`config.mk`:
```
export PLATFORM = sky130hd
export DESIGN_NAME = fdisc_window_top
export DESIGN_NICKNAME = d
export VERILOG_FILES = /design/src/rtl/fdisc_pkg.sv /design/src/rtl/fdisc_pulse_sync.sv /design/src/rtl/fdisc_gate_timer.sv /design/src/rtl/fdisc_edge_counter.sv /design/src/rtl/fdisc_classify.sv /design/src/rtl/fdisc_window_top.sv
export SDC_FILE = /design/constraint.sdc
export NUM_CORES = 1
export LEC_CHECK = 0
export CORE_MARGIN = 1.5
export CORE_UTILIZATION = 30
export CTS_CLUSTER_DIAMETER = 60
export CTS_CLUSTER_SIZE = 24
export DETAILED_ROUTE_END_ITERATION = 6
export SYNTH_ARGS = -nofsm -noshare
export SYNTH_HDL_FRONTEND = slang
export SYNTH_SLANG_ARGS = --single-unit
```
`constraint.sdc`:
```
create_clock -name clk_ref -period 1 [get_ports clk_ref]
set_input_delay 0.1 -clock clk_ref [delete_from_list [all_inputs] [get_ports clk_ref]]
set_output_delay 0.1 -clock clk_ref [all_outputs]
set_load 0.02 [all_outputs]
```
`src/rtl/fdisc_pkg.sv`:
```
package fdisc_pkg;

  // Fast limit: smallest count at or above nominal*(100+pct)/100.
  function automatic int fast_limit(input int nominal, input int pct);
    return (nominal * (100 + pct) + 99) / 100;
  endfunction

  // Slow limit: largest count at or below nominal*(100-pct)/100.
  function automatic int slow_limit(input int nominal, input int pct);
    return (nominal * (100 - pct)) / 100;
  endfunction

  typedef enum logic [1:0] {
    VERD_INSIDE = 2'd0,
    VERD_FAST   = 2'd1,
    VERD_SLOW   = 2'd2
  } verdict_e;

endpackage

```
`src/rtl/fdisc_pulse_sync.sv`:
```
module fdisc_pulse_sync #(
  parameter int STAGES = 2
) (
  input  logic clk,
  input  logic rst_n,
  input  logic async_i,
  output logic rise_o
);

  logic [STAGES-1:0] stage_q;
  logic [STAGES-1:0] stage_d;
  logic              prev_q;

  always_comb begin
    stage_d[0] = async_i;
  end

  for (genvar g = 1; g < STAGES; g++) begin : g_chain
    always_comb stage_d[g] = stage_q[g-1];
  end

  always_ff @(posedge clk or negedge rst_n) begin
    if (!rst_n) begin
      stage_q <= '0;
      prev_q  <= 1'b0;
    end else begin
      stage_q <= stage_d;
      prev_q  <= stage_q[STAGES-1];
    end
  end

  assign rise_o = stage_q[STAGES-1] & ~prev_q;

endmodule

```
`src/rtl/fdisc_gate_timer.sv`:
```
module fdisc_gate_timer #(
  parameter int GATE_CYC = 16384,
  localparam int TW = (GATE_CYC > 1) ? $clog2(GATE_CYC) : 1
) (
  input  logic          clk,
  input  logic          rst_n,
  input  logic          restart_i,
  output logic          tick_o,
  output logic [TW-1:0] cnt_o
);

  localparam logic [TW-1:0] LAST = TW'(GATE_CYC - 1);

  logic [TW-1:0] cnt_q;
  logic [TW-1:0] cnt_d;

  always_comb begin
    tick_o = (cnt_q == LAST);
    if (restart_i || tick_o) cnt_d = '0;
    else                     cnt_d = cnt_q + 1'b1;
  end

  always_ff @(posedge clk or negedge rst_n) begin
    if (!rst_n) cnt_q <= '0;
    else        cnt_q <= cnt_d;
  end

  assign cnt_o = cnt_q;

endmodule

```
`src/rtl/fdisc_edge_counter.sv`:
```
module fdisc_edge_counter #(
  parameter int CW = 15
) (
  input  logic          clk,
  input  logic          rst_n,
  input  logic          edge_i,
  input  logic          gate_end_i,
  input  logic          restart_i,
  output logic [CW-1:0] total_o
);

  logic [CW-1:0] cnt_q;
  logic [CW-1:0] cnt_d;
  logic          clr;

  always_comb begin
    total_o = cnt_q + CW'(edge_i);
    clr     = gate_end_i | restart_i;
    cnt_d   = clr ? '0 : total_o;
  end

  always_ff @(posedge clk or negedge rst_n) begin
    if (!rst_n) cnt_q <= '0;
    else        cnt_q <= cnt_d;
  end

endmodule

```
`src/rtl/fdisc_classify.sv`:
```
module fdisc_classify
  import fdisc_pkg::*;
#(
  parameter int EXP_COUNT  = 4096,
  parameter int NARROW_PCT = 1,
  parameter int WIDE_PCT   = 3,
  parameter int CW         = 15
) (
  input  logic          clk,
  input  logic          rst_n,
  input  logic [CW-1:0] total_i,
  input  logic          gate_end_i,
  input  logic          wide_i,
  output logic          oe_o,
  output logic          drv_o
);

  localparam logic [CW-1:0] FAST_N = CW'(fast_limit(EXP_COUNT, NARROW_PCT));
  localparam logic [CW-1:0] SLOW_N = CW'(slow_limit(EXP_COUNT, NARROW_PCT));
  localparam logic [CW-1:0] FAST_W = CW'(fast_limit(EXP_COUNT, WIDE_PCT));
  localparam logic [CW-1:0] SLOW_W = CW'(slow_limit(EXP_COUNT, WIDE_PCT));

  logic [CW-1:0] fast_lim;
  logic [CW-1:0] slow_lim;
  verdict_e      verdict;
  logic          upd_en;
  logic          oe_q, drv_q, oe_d, drv_d;

  always_comb begin
    fast_lim = wide_i ? FAST_W : FAST_N;
    slow_lim = wide_i ? SLOW_W : SLOW_N;
    if (total_i >= fast_lim)      verdict = VERD_FAST;
    else if (total_i <= slow_lim) verdict = VERD_SLOW;
    else                          verdict = VERD_INSIDE;
  end

  always_comb begin
    upd_en = gate_end_i;
    oe_d   = oe_q;
    drv_d  = drv_q;
    if (upd_en) begin
      unique case (verdict)
        VERD_FAST: begin oe_d = 1'b1; drv_d = 1'b0; end
        VERD_SLOW: begin oe_d = 1'b1; drv_d = 1'b1; end
        default:   begin oe_d = 1'b0; drv_d = 1'b0; end
      endcase
    end
  end

  always_ff @(posedge clk or negedge rst_n) begin
    if (!rst_n) begin
      oe_q  <= 1'b0;
      drv_q <= 1'b0;
    end else begin
      oe_q  <= oe_d;
      drv_q <= drv_d;
    end
  end

  assign oe_o  = oe_q;
  assign drv_o = drv_q;

endmodule

```
`src/rtl/fdisc_window_top.sv`:
```
module fdisc_window_top #(
  parameter int EXP_COUNT     = 4096,
  parameter int REF_PER_PULSE = 4,
  parameter int NARROW_PCT    = 1,
  parameter int WIDE_PCT      = 3,
  parameter int SYNC_STAGES   = 2,
  localparam int GATE_CYC = EXP_COUNT * REF_PER_PULSE,
  localparam int TW       = (GATE_CYC > 1) ? $clog2(GATE_CYC) : 1,
  localparam int CW       = $clog2(GATE_CYC + 1)
) (
  input  logic clk_ref,
  input  logic rst_n,
  input  logic meas_clk,
  input  logic wide_mode,
  output logic disc_drv,
  output logic disc_oe
);

  // Reset: asserted asynchronously, released on the reference clock.
  logic [1:0] rst_pipe_q;
  logic       rst_sync_n;

  always_ff @(posedge clk_ref or negedge rst_n) begin
    if (!rst_n) rst_pipe_q <= 2'b00;
    else        rst_pipe_q <= {rst_pipe_q[0], 1'b1};
  end
  assign rst_sync_n = rst_pipe_q[1];

  // Mode register; any change restarts the gate.
  logic mode_q, mode_d, restart;

  always_comb begin
    restart = (wide_mode != mode_q);
    mode_d  = wide_mode;
  end

  always_ff @(posedge clk_ref or negedge rst_sync_n) begin
    if (!rst_sync_n) mode_q <= 1'b0;
    else             mode_q <= mode_d;
  end

  logic          meas_rise;
  logic          tick;
  logic          gate_end;
  logic [TW-1:0] timer_cnt;
  logic [CW-1:0] total;

  fdisc_pulse_sync #(.STAGES(SYNC_STAGES)) u_sync (
    .clk     (clk_ref),
    .rst_n   (rst_sync_n),
    .async_i (meas_clk),
    .rise_o  (meas_rise)
  );

  fdisc_gate_timer #(.GATE_CYC(GATE_CYC)) u_gate (
    .clk       (clk_ref),
    .rst_n     (rst_sync_n),
    .restart_i (restart),
    .tick_o    (tick),
    .cnt_o     (timer_cnt)
  );

  assign gate_end = tick & ~restart;

  fdisc_edge_counter #(.CW(CW)) u_count (
    .clk        (clk_ref),
    .rst_n      (rst_sync_n),
    .edge_i     (meas_rise),
    .gate_end_i (gate_end),
    .restart_i  (restart),
    .total_o    (total)
  );

  fdisc_classify #(
    .EXP_COUNT  (EXP_COUNT),
    .NARROW_PCT (NARROW_PCT),
    .WIDE_PCT   (WIDE_PCT),
    .CW         (CW)
  ) u_class (
    .clk        (clk_ref),
    .rst_n      (rst_sync_n),
    .total_i    (total),
    .gate_end_i (gate_end),
    .wide_i     (mode_q),
    .oe_o       (disc_oe),
    .drv_o      (disc_drv)
  );

endmodule

```
==> results by group, run 1 <==
GRT
  – Largest net degree at the start of global routing: 24
  – Vias in the first global route: 2,019
  – Initial antenna violation count: 0
  – First-pass GRT wire length: 9520 um
  – All-Layer GR Usage: 0.160
  – GR Overflow Total: 0

Clock network
  – CTS tree: done
  – Num CTS Buffers: 5
  – Reg clk slew, reported paths: 0.08 ns
  – Sinks on Clock Net: 37
  – Max Root-Sink Buffers: 2
  – CTS root buffer: clkbuf_8
  – Number of H-tree levels: 2
  – Later-pin clock latency in the skew report: 0.29 ns

Final layout
  – Share of layout cells above drive strength 1: 0.500
  – Fill cells: about 580
  – Final core occ: 0.505
  – Most common cell after layout, fill and taps aside: buf_4
  – Layout area overhead: 60.4%
  – Nets: 328
  – ANT cells: 0
  – Most frequent cells in the layout: buf_4, dfrtp_1, nand2_1

Status
  – Run status: finished with violations
  – Violations in the final reports: setup timing

Yosys
  – Adder-Cell Fraction of Synth Area: 0.0637
  – Top cell type's share of synthesized area: 0.428
  – Synth Area in Simple Gates: 0.265
  – Largest family of logic cells by synthesized area: simple AND/OR/NAND/NOR gates
  – Mapped Cells: around 230
  – Yosys cell types: 50
  – Syn Std Cell Area: 2160 um^2
  – Ys async rst share: 1.00
  – Top post-synthesis cells by area: dfrtp_1, ha_1, xor2_1
  – Post-synth EDFFs: 0
  – Mapped Avg Cell Area: roughly 9.6 um^2
  – Multiplexer area fraction after synthesis: 0.00926
  – Synth Register Bits: 37
  – Xor/xnor cell area share of the yosys netlist: 0.105
  – Largest area contributor in the netlist: dfrtp_1
  – Commonest register cell after synthesis: dfrtp_1
  – Syn_nets: 240
  – Post-synthesis sequential area ratio: 0.428
  – Yosys warnings: 0
  – Synth Area in Compound Gates: 0.0857

Setup path
  – FF-to-FF path depth: 11
  – CP max stage cell: a2111oi_1
  – Top delay family on crit path: compound AO/OA/AOI/OAI gates
  – Crit-path max cell delay: 0.47 ns
  – CP Launch Type: flip-flop
  – Buf/Inv on CP: 1
  – CP Class: reg2reg
  – Critical Path Sink Type: flip-flop
  – Reg-to-Reg End: u_class.oe_o
  – Crit-path max FO: 3
  – Most common cell on crit path: ha_4
  – Critical path origin: u_sync.prev_q
  – WP data arrival: about 2.8 ns
  – FF-to-FF setup slack: -1.55 ns
  – Crit-path cells: nor2b_4 > ha_4 > ha_4 > nand3_4 > xnor2_4 > buf_4 > ha_1 > a2111oi_1 > a221oi_2 > nor4bb_2 > a211oi_1
  – RR Startpoint: u_sync.prev_q
  – Worst EP required: ~1.2 ns

Power
  – VDD IR max: roughly 0.00076 V
  – Leakage power: 1.50 nW
  – Cell Pwr Density: between 900 and 1000 nW/um^2

Die
  – Die footprint: a little under 8000 um^2
  – Effective utilization at floorplan: 0.315
  – # IOs: 6
  – Die X: between 80 and 90 um
  – Site Rows: 30
  – Placeable Area: 6870 um^2
  – Die Ht: 87.9 um

Detailed routing
  – Residual DRC: 0
  – Drt pass-1 iters: 4
  – Average routed wire per standard cell: about 14 um
  – Initial DRC Count: 116
  – Via Count: 1,977
  – Antenna viol nets, final: 0
  – Via density: between 4 and 5
  – WL final: 5910 um

Run
  – Max Cap Viol: 0

Timing
  – Fin. Hold Viols: 0
  – Crit share post-route: 2.55
  – Setup TNS: -20.66 ns
  – Final setup margin: -1.55 ns
  – RSZ-0062 raised after global routing: true
  – Clock Skew: 0.0119 ns
  – Setup violators final: 31
  – Max Fclk: 392 MHz
  – Max-slew violations: 0
  – Post-layout min period: about 2.5 ns

Min path
  – HP Class: reg2async

Placement
  – RePlAce Congestion: 0.873
  – Hpwl dp: slightly below 4000 um
  – IO buf count: 5
[worst register-to-register path, stage by stage, from the launching register on]
cell and delay, ns:
dfrtp_1 0.41, nor2b_4 0.14, ha_4 0.16, ha_4 0.14, nand3_4 0.09, xnor2_4 0.15, buf_4 0.15, ha_1 0.28
a2111oi_1 0.47, a221oi_2 0.10, nor4bb_2 0.19, a211oi_1 0.18
[where the power goes]
part           switching (mW)  leakage, nW  internal (mW)  total (mW)
Combinational           0.258        0.953          0.285       0.544
Clock                   0.555       0.0542          0.624        1.18
Sequential             0.0273        0.496           1.54        1.56
[state kept, by name, indices dropped and copies added (netlist names)]
| register | count |
|---|---|
| u_class.oe_o | 1 |
| mode_q | 1 |
| u_sync.prev_q | 1 |
| u_count.cnt_q | 15 |
| u_gate.cnt_o | 14 |
| u_sync.stage_q | 2 |
| rst_pipe_q | 2 |
| u_class.drv_o | 1 |
[synthesized netlist by cell type (6+ instances only)]
library cell,n
nand4_1,8
nor2_1,31
a21oi_1,9
inv_1,9
dfrtp_1,37
buf_2,6
nand3_1,10
nand2_1,14
xor2_1,15
xnor2_1,11
ha_1,11
[area by class of cell]
type	instances	area, um^2	area share
multi-input cells	168	1470	0.425
flip-flops and latches	37	927	0.268
repair buffers	92	811	0.234
well taps	96	120	0.0347
clock buffers	7	96.3	0.0278
inverters	9	33.8	0.00975
clock inverters	1	5.00	0.00144
[kinds of logic after synthesis]
family                     Yosys count
buffers and inverters               20
other                                1
muxes                                2
and+or+nand+nor                    100
AOI/OAI and AO/OA                   28
adders and majority gates           11
DFF                                 37
xor gates and xnor gates            26
[what timing repair did]
| action | 4_1_cts | 5_1_grt |
|---|---|---|
| cloned | 2 | 0 |
| resized for setup | 57 | 31 |
| setup endpoints to repair | 33 | 31 |
| setup buffers | 13 | 6 |
| hold buffers | 1 | 0 |
| pin swaps | 19 | 9 |
| hold endpoints to repair | 2 | 0 |
[through the flow]
| stage | cells | hold slack [ns] | setup slack (ns) | total power, mW | cell area [um^2] |
|---|---|---|---|---|---|
| finish | 410 | 0.188 | -1.55 | 3.29 | 3470 |
| global route | 410 | 0.218 | -1.74 | 3.45 | 3470 |
| CTS | 412 | 0.203 | -1.51 | 3.32 | 3380 |
| detailed placement | 392 | 0.200 | -1.58 | 1.96 | 2920 |
| global placement | 392 | 0.200 | -1.48 | 1.96 | 2920 |
| floorplan | 225 | -0.196 | -1.62 | 1.78 | 2240 |
[worst max path at each step]
stage,cells past startpoint,slack (ns),endpoint
2_1_floorplan,12,-1.62,u_class.oe_o
5_1_grt,13,-1.74,u_class.oe_o
3_3_place_gp,11,-1.48,u_class.oe_o
3_5_place_dp,11,-1.58,u_class.oe_o
4_1_cts,11,-1.51,u_class.oe_o
6_report,11,-1.55,u_class.oe_o
[layer usage]
metal	GRT usage	wire length, um	vias up
met1	0.204	2660	980
met2	0.273	3000	35
met5	0	0	-
met4	0.0519	84	0
met3	0.0283	161	9
li1	-	-	953
Note: power is estimated with default switching activity, not from simulation.
==> run 2: changes to the inputs <==
CORE_ASPECT_RATIO = 0.7   (was unset)
==> run 2 against run 1 <==
The run still ends with setup timing left. Combinational power hardly changed. Critical path depth stayed put. Clock power down 14%. Register-to-register slack better by 0.05 ns.
==> results by group, run 2 (synthesis gave the netlist of run 1 again) <==
Clock network
  – Sinks on Clock Net: 37 (unchanged)
  – Reg clk slew, reported paths: 0.07 ns (about the same)
  – Num CTS Buffers: 5 (unchanged)
  – CTS root buffer: clkbuf_8
  – Later-pin clock latency in the skew report: 0.30 ns (about the same)
  – CTS tree: done
  – Number of H-tree levels: 2 (unchanged)
  – Max Root-Sink Buffers: 2 (unchanged)

Detailed routing
  – Initial DRC Count: 97 (-16%)
  – Via Count: 2,019 (+2.1%)
  – Residual DRC: 0 (unchanged)
  – Via density: 4.92 (+2.1%)
  – Average routed wire per standard cell: 15.3 um (+6.3%)
  – Drt pass-1 iters: 4 (unchanged)
  – WL final: 6280 um (+6.3%)
  – Antenna viol nets, final: 0 (unchanged)

Final layout
  – Most frequent cells in the layout: buf_4, dfrtp_1, buf_6
  – ANT cells: 0 (unchanged)
  – Final instance area: 3530 um^2 (+1.9%)
  – Share of layout cells above drive strength 1: 0.519 (+0.0190)
  – Top reg by flops: u_count.cnt_q
  – Layout area overhead: 63.5%
  – Largest register FFs: 15 (unchanged)
  – Nets: 330 (+0.61%)
  – Most common cell after layout, fill and taps aside: buf_4
  – Final instance count without filler cells: 410 (unchanged)

Die
  – Effective utilization at floorplan: 0.315 (+0.000862)
  – Placeable Area: 6850 um^2 (-0.27%)
  – Site Rows: 25 (-17%)
  – # IOs: 6 (unchanged)
  – Die X: 104 um (+19%)
  – Die footprint: 7730 um^2 (about the same)
  – Die Ht: 74.0 um (-16%)

Setup path
  – WP data arrival: 2.71 ns (-0.04 ns)
  – Critical Path Sink Type: flip-flop
  – Crit-path max FO: 2 (-1)
  – CP Launch Type: flip-flop
  – CP Class: reg2reg
  – Worst EP required: 1.21 ns (about the same)

Min path
  – HP Class: reg2async

Placement
  – Placed Cells: 387 (-1.3%)
  – RePlAce Congestion: 0.903 (+3.5%)
  – Instance area at placement: 2900 um^2 (-0.86%)
  – IO buf count: 5 (unchanged)
  – Dpl ws: -1.61 ns (-0.0224 ns)
  – Hpwl dp: 3850 um (about the same)

Timing
  – Setup TNS: -22.28 ns (-1.62 ns)
  – Final setup margin: -1.50 ns (+0.0473 ns)
  – RSZ-0062 raised after global routing: true
  – Post-layout min period: 2.50 ns (-0.0473 ns)
  – Setup violators final: 31 (unchanged)
  – Max-slew violations: 0 (unchanged)
  – Clock Skew: 0.00572 ns (-0.00623 ns)
  – Fin. Hold Viols: 0 (unchanged)
  – Max Fclk: 400 MHz (+1.9%)
  – Crit share post-route: 2.50 (-0.0473)

Run
  – Max Cap Viol: 0 (unchanged)

Power
  – Leakage power: 1.61 nW (+7.1%)
  – Clk pwr share: 0.326 (-0.033)
  – Final Total Pwr: 3.14 mW (-4.6%)
  – Part of the power in registers: 0.501 (+0.025)
  – Switching Share: 0.267 (+0.0114)
  – Psw: 0.838 mW (-0.34%)
  – P_int: 2.30 mW (-6.1%)
  – Part of the total power dissipated in combinational logic: 0.173 (+0.008)
  – Cell Pwr Density: 887 nW/um^2 (-6.4%)
  – VDD IR max: 0.000594 V (-22%)

Status
  – Violations in the final reports: setup timing
  – Run status: finished with violations

GRT
  – Vias in the first global route: 2,019 (unchanged)
  – All-Layer GR Usage: 0.165 (+0.00496)
  – First-pass GRT wire length: 9810 um (+3.1%)
  – Largest net degree at the start of global routing: 26 (+8.3%)
  – Initial antenna violation count: 0 (unchanged)
  – GR Overflow Total: 0 (unchanged)
==> run 2: worst paths after layout <==
| check | cells after the start | endpoint | startpoint | slack, ns |
|---|---|---|---|---|
| hold / removal | 1 | u_count.cnt_q[9] | rst_pipe_q[1] | 0.20 |
| setup / recovery | 11 | u_class.oe_o | u_sync.prev_q | -1.50 |
| max in group asynchronous | 2 | rst_pipe_q[1] | rst_n | 0.37 |
| setup reg to reg | 11 | u_class.oe_o | u_sync.prev_q | -1.50 |
| hold reg to reg | 1 | u_count.cnt_q[9] | rst_pipe_q[1] | 0.20 |
| min in group clk_ref | 1 | u_sync.stage_q[0] | meas_clk | 0.24 |
==> run 2: area by class of cell <==
| cell class | count | area [um^2] |
|---|---|---|
| inverters | 9 | 33.8 |
| fillers | 574 | 3320 |
| clock buffers | 6 | 72.6 |
| clock inverters | 2 | 10.0 |
| repair buffers | 94 | 846 |
| well taps | 94 | 118 |
| flip-flops and latches | 37 | 927 |
| multi-input cells | 168 | 1530 |
==> run 2: routing by layer <==
| layer | GRT usage | wire length [um] |
|---|---|---|
| met5 | 0 | 0 |
| met4 | 0.0664 | 86 |
| met3 | 0.0298 | 206 |
| met2 | 0.266 | 2970 |
| met1 | 0.223 | 3020 |
==> run 2: power groups by stage <==
| stage | clock network, mW | registers [mW] | logic [mW] |
|---|---|---|---|
| floorplan | 0 | 1.62 | 0.160 |
| global placement | 0 | 1.59 | 0.348 |
| detailed placement | 0 | 1.59 | 0.357 |
| CTS | 1.06 | 1.57 | 0.543 |
| global route | 1.12 | 1.57 | 0.582 |
| finish | 1.02 | 1.57 | 0.543 |
==> run 2: per-stage QoR <==
step                      hold slack (ns)   util
final                               0.195  0.516
after global routing                0.220  0.516
after CTS                           0.207  0.498
after detailed placement            0.200  0.423
after global placement              0.184  0.423
after floorplan                    -0.196      -
==> run 2: critical path: stages (launching register included) <==
cell and delay [ns]:
dfrtp_1 0.40, nor2b_4 0.15, ha_4 0.17, ha_4 0.15, nand3_4 0.08, xnor2_2 0.14
ha_1 0.33, or4_4 0.45, o31ai_4 0.08, and3_4 0.21, nor4_2 0.05, a211oi_1 0.21
==> run 2: what timing repair did <==
item	4_1_cts	5_1_grt
gates resized for setup	57	49
setup endpoints to repair	33	33
setup buffers	14	7
hold buffers	1	0
endpoints found under the hold margin	2	0
cloned	3	0
pin swaps	18	25
==> run 3: changes to the inputs <==
CORE_UTILIZATION = 55   (was 30)
PLACE_DENSITY = 0.75   (was unset)
==> run 3 against run 2 <==
Worst setup slack got worse by 0.28 ns. Combinational power rose by 2%. Wire length rose by 59%. Cell area fell by 2.1%. Sequential share of layout area rose by 0.55 points. The run still ends with setup timing left.
==> results by group, run 3 (synthesis gave the netlist of run 1 again) <==
Final layout
  – Final instance count without filler cells: 363 (-11%)
  – Final core occ: 0.949 (+0.433)
  – ANT cells: 0 (unchanged)
  – Nets: 328 (-0.61%)
  – Most common cell after layout, fill and taps aside: buf_4
  – Share of layout cells above drive strength 1: 0.534 (+0.0146)
  – Top reg by flops: u_count.cnt_q
  – Final instance area: 3460 um^2 (-2.1%)
  – Sequential Area: 927 um^2 (unchanged)
  – Most frequent cells in the layout: buf_4, dfrtp_1, buf_6
  – Area of the multi-input gates: 1560 um^2 (+1.9%)
  – Fill cells: 97 (-83%)
  – Largest register FFs: 15 (unchanged)
  – Layout area overhead: 60.2%

Timing
  – Setup TNS: -26.10 ns (-3.82 ns)
  – Setup violators final: 31 (unchanged)
  – RSZ-0062 raised after global routing: true
  – Max-slew violations: 0 (unchanged)
  – Max Fclk: 360 MHz (-10%)
  – Clock Skew: 0.00642 ns (+0.000702 ns)
  – Post-layout min period: 2.78 ns (+0.277 ns)
  – Fin. Hold Viols: 0 (unchanged)
  – Crit share post-route: 2.78 (+0.277)
  – Hold_ws: 0.155 ns (-0.0397 ns)
  – Final setup margin: -1.78 ns (-0.277 ns)

Status
  – Run status: finished with violations
  – Violations in the final reports: setup timing

Die
  – Effective utilization at floorplan: 0.592 (+0.277)
  – # IOs: 6 (unchanged)
  – Die Ht: 55.4 um (-25%)
  – Site Rows: 18 (-28%)
  – Placeable Area: 3650 um^2 (-47%)
  – Die X: 77.9 um (-25%)
  – Die footprint: 4320 um^2 (-44%)

Setup path
  – CP Class: reg2reg
  – Crit-path max FO: 7 (+5)
  – Crit-path cells: nor2b_4 > ha_4 > ha_4 > buf_4 > buf_6 > buf_8 > buf_4 > nand3_2 > o21ai_0 > mux2i_1 > a21oi_1 > nor4bb_4 > a211oi_2
  – FF-to-FF path depth: 13 (+2)
  – Top delay family on crit path: compound AO/OA/AOI/OAI gates
  – CP Launch Type: flip-flop
  – Worst EP required: 1.19 ns (-0.02 ns)
  – CP max stage cell: dfrtp_1
  – Reg-to-Reg End: u_class.oe_o
  – FF-to-FF setup slack: -1.78 ns (-0.28 ns)
  – Crit-path max cell delay: 0.39 ns (-0.06 ns)
  – Buf/Inv on CP: 4 (+4)
  – WP depth: 13 (+2)
  – Critical Path Sink Type: flip-flop
  – Critical path origin: u_sync.prev_q
  – RR Startpoint: u_sync.prev_q
  – WP data arrival: 2.97 ns (+0.26 ns)

Power
  – Leakage power: 1.57 nW (-2.5%)
  – VDD IR max: 0.00104 V (+74%)
  – Cell Pwr Density: 933 nW/um^2 (+5.1%)
  – Final Total Pwr: 3.23 mW (+3.0%)

Clock network
  – Later-pin clock latency in the skew report: 0.30 ns (about the same)
  – Number of H-tree levels: 2 (unchanged)
  – Sinks on Clock Net: 37 (unchanged)
  – Reg clk slew, reported paths: 0.07 ns (about the same)
  – CTS root buffer: clkbuf_8
  – CTS tree: done
  – Max Root-Sink Buffers: 2 (unchanged)
  – Num CTS Buffers: 5 (unchanged)

Placement
  – IO buf count: 5 (unchanged)
  – Placed Cells: 339 (-12%)
  – Dpl ws: -1.64 ns (-0.0355 ns)
  – RePlAce Congestion: 0.973 (+7.7%)
  – Instance area at placement: 2810 um^2 (-2.9%)
  – Hpwl dp: 4380 um (+14%)

Detailed routing
  – Drt pass-1 iters: 5 (+1)
  – Initial DRC Count: 222 (+130%)
  – Average routed wire per standard cell: 27.4 um (+79%)
  – Via Count: 2,479 (+23%)
  – Antenna viol nets, final: 0 (unchanged)
  – Residual DRC: 0 (unchanged)
  – WL final: 9950 um (+59%)
  – Via density: 6.83 (+39%)

GRT
  – All-Layer GR Usage: 0.381 (+0.216)
  – First-pass GRT wire length: 12,200 um (+24%)
  – Initial antenna violation count: 0 (unchanged)
  – Vias in the first global route: 2,329 (+15%)
  – Largest net degree at the start of global routing: 26 (unchanged)
  – GR Overflow Total: 0 (unchanged)

Run
  – Max Cap Viol: 0 (unchanged)

Min path
  – HP Class: reg2async
## run 3: changes by cell type in the layout (fill, tap and decap cells not counted), moves of 2 or more
cell / delta
a21oi_1: +2
a21oi_2: -2
buf_12: -3
buf_2: +2
buf_4: -2
clkinv_2: -2
nand2_2: +2
nor2b_4: +2
xor2_1: -2
xor2_2: +3
## run 3: report_power, final
part	internal [mW]	switching, mW
Clock	0.547	0.545
Sequential	1.54	0.0434
Combinational	0.245	0.311
Total	2.33	0.899
## run 3: worst max path at each step
stage / end / slack, ns
floorplan: u_class.oe_o / -1.62
global placement: u_class.oe_o / -1.49
detailed placement: u_class.oe_o / -1.64
CTS: u_class.oe_o / -1.60
global route: u_class.oe_o / -1.79
finish: u_class.oe_o / -1.78
## run 3: final cells by class
| type | count | area share |
|---|---|---|
| timing repair buffer | 92 | 0.230 |
| inverter | 9 | 0.00976 |
| clock buffer | 7 | 0.0249 |
| multi-input combinational | 168 | 0.449 |
| tap | 50 | 0.0181 |
| sequential | 37 | 0.268 |
## run 3: routing by layer
layer  track usage  share of wire  vias up
li1              -              -      954
met1         0.482           0.35     1181
met2         0.594           0.44      243
met3         0.106           0.12      101
met4         0.202          0.090        0
met5             0              0        -
## run 3: timing repair
action                     4_1_cts  5_1_grt
hold endpoints to repair         2        0
gates cloned                     1        0
setup buffers                    9       11
hold buffers                     1        0
pin swaps                       14       13
setup endpoints to repair       33       31
resized for setup               64       44
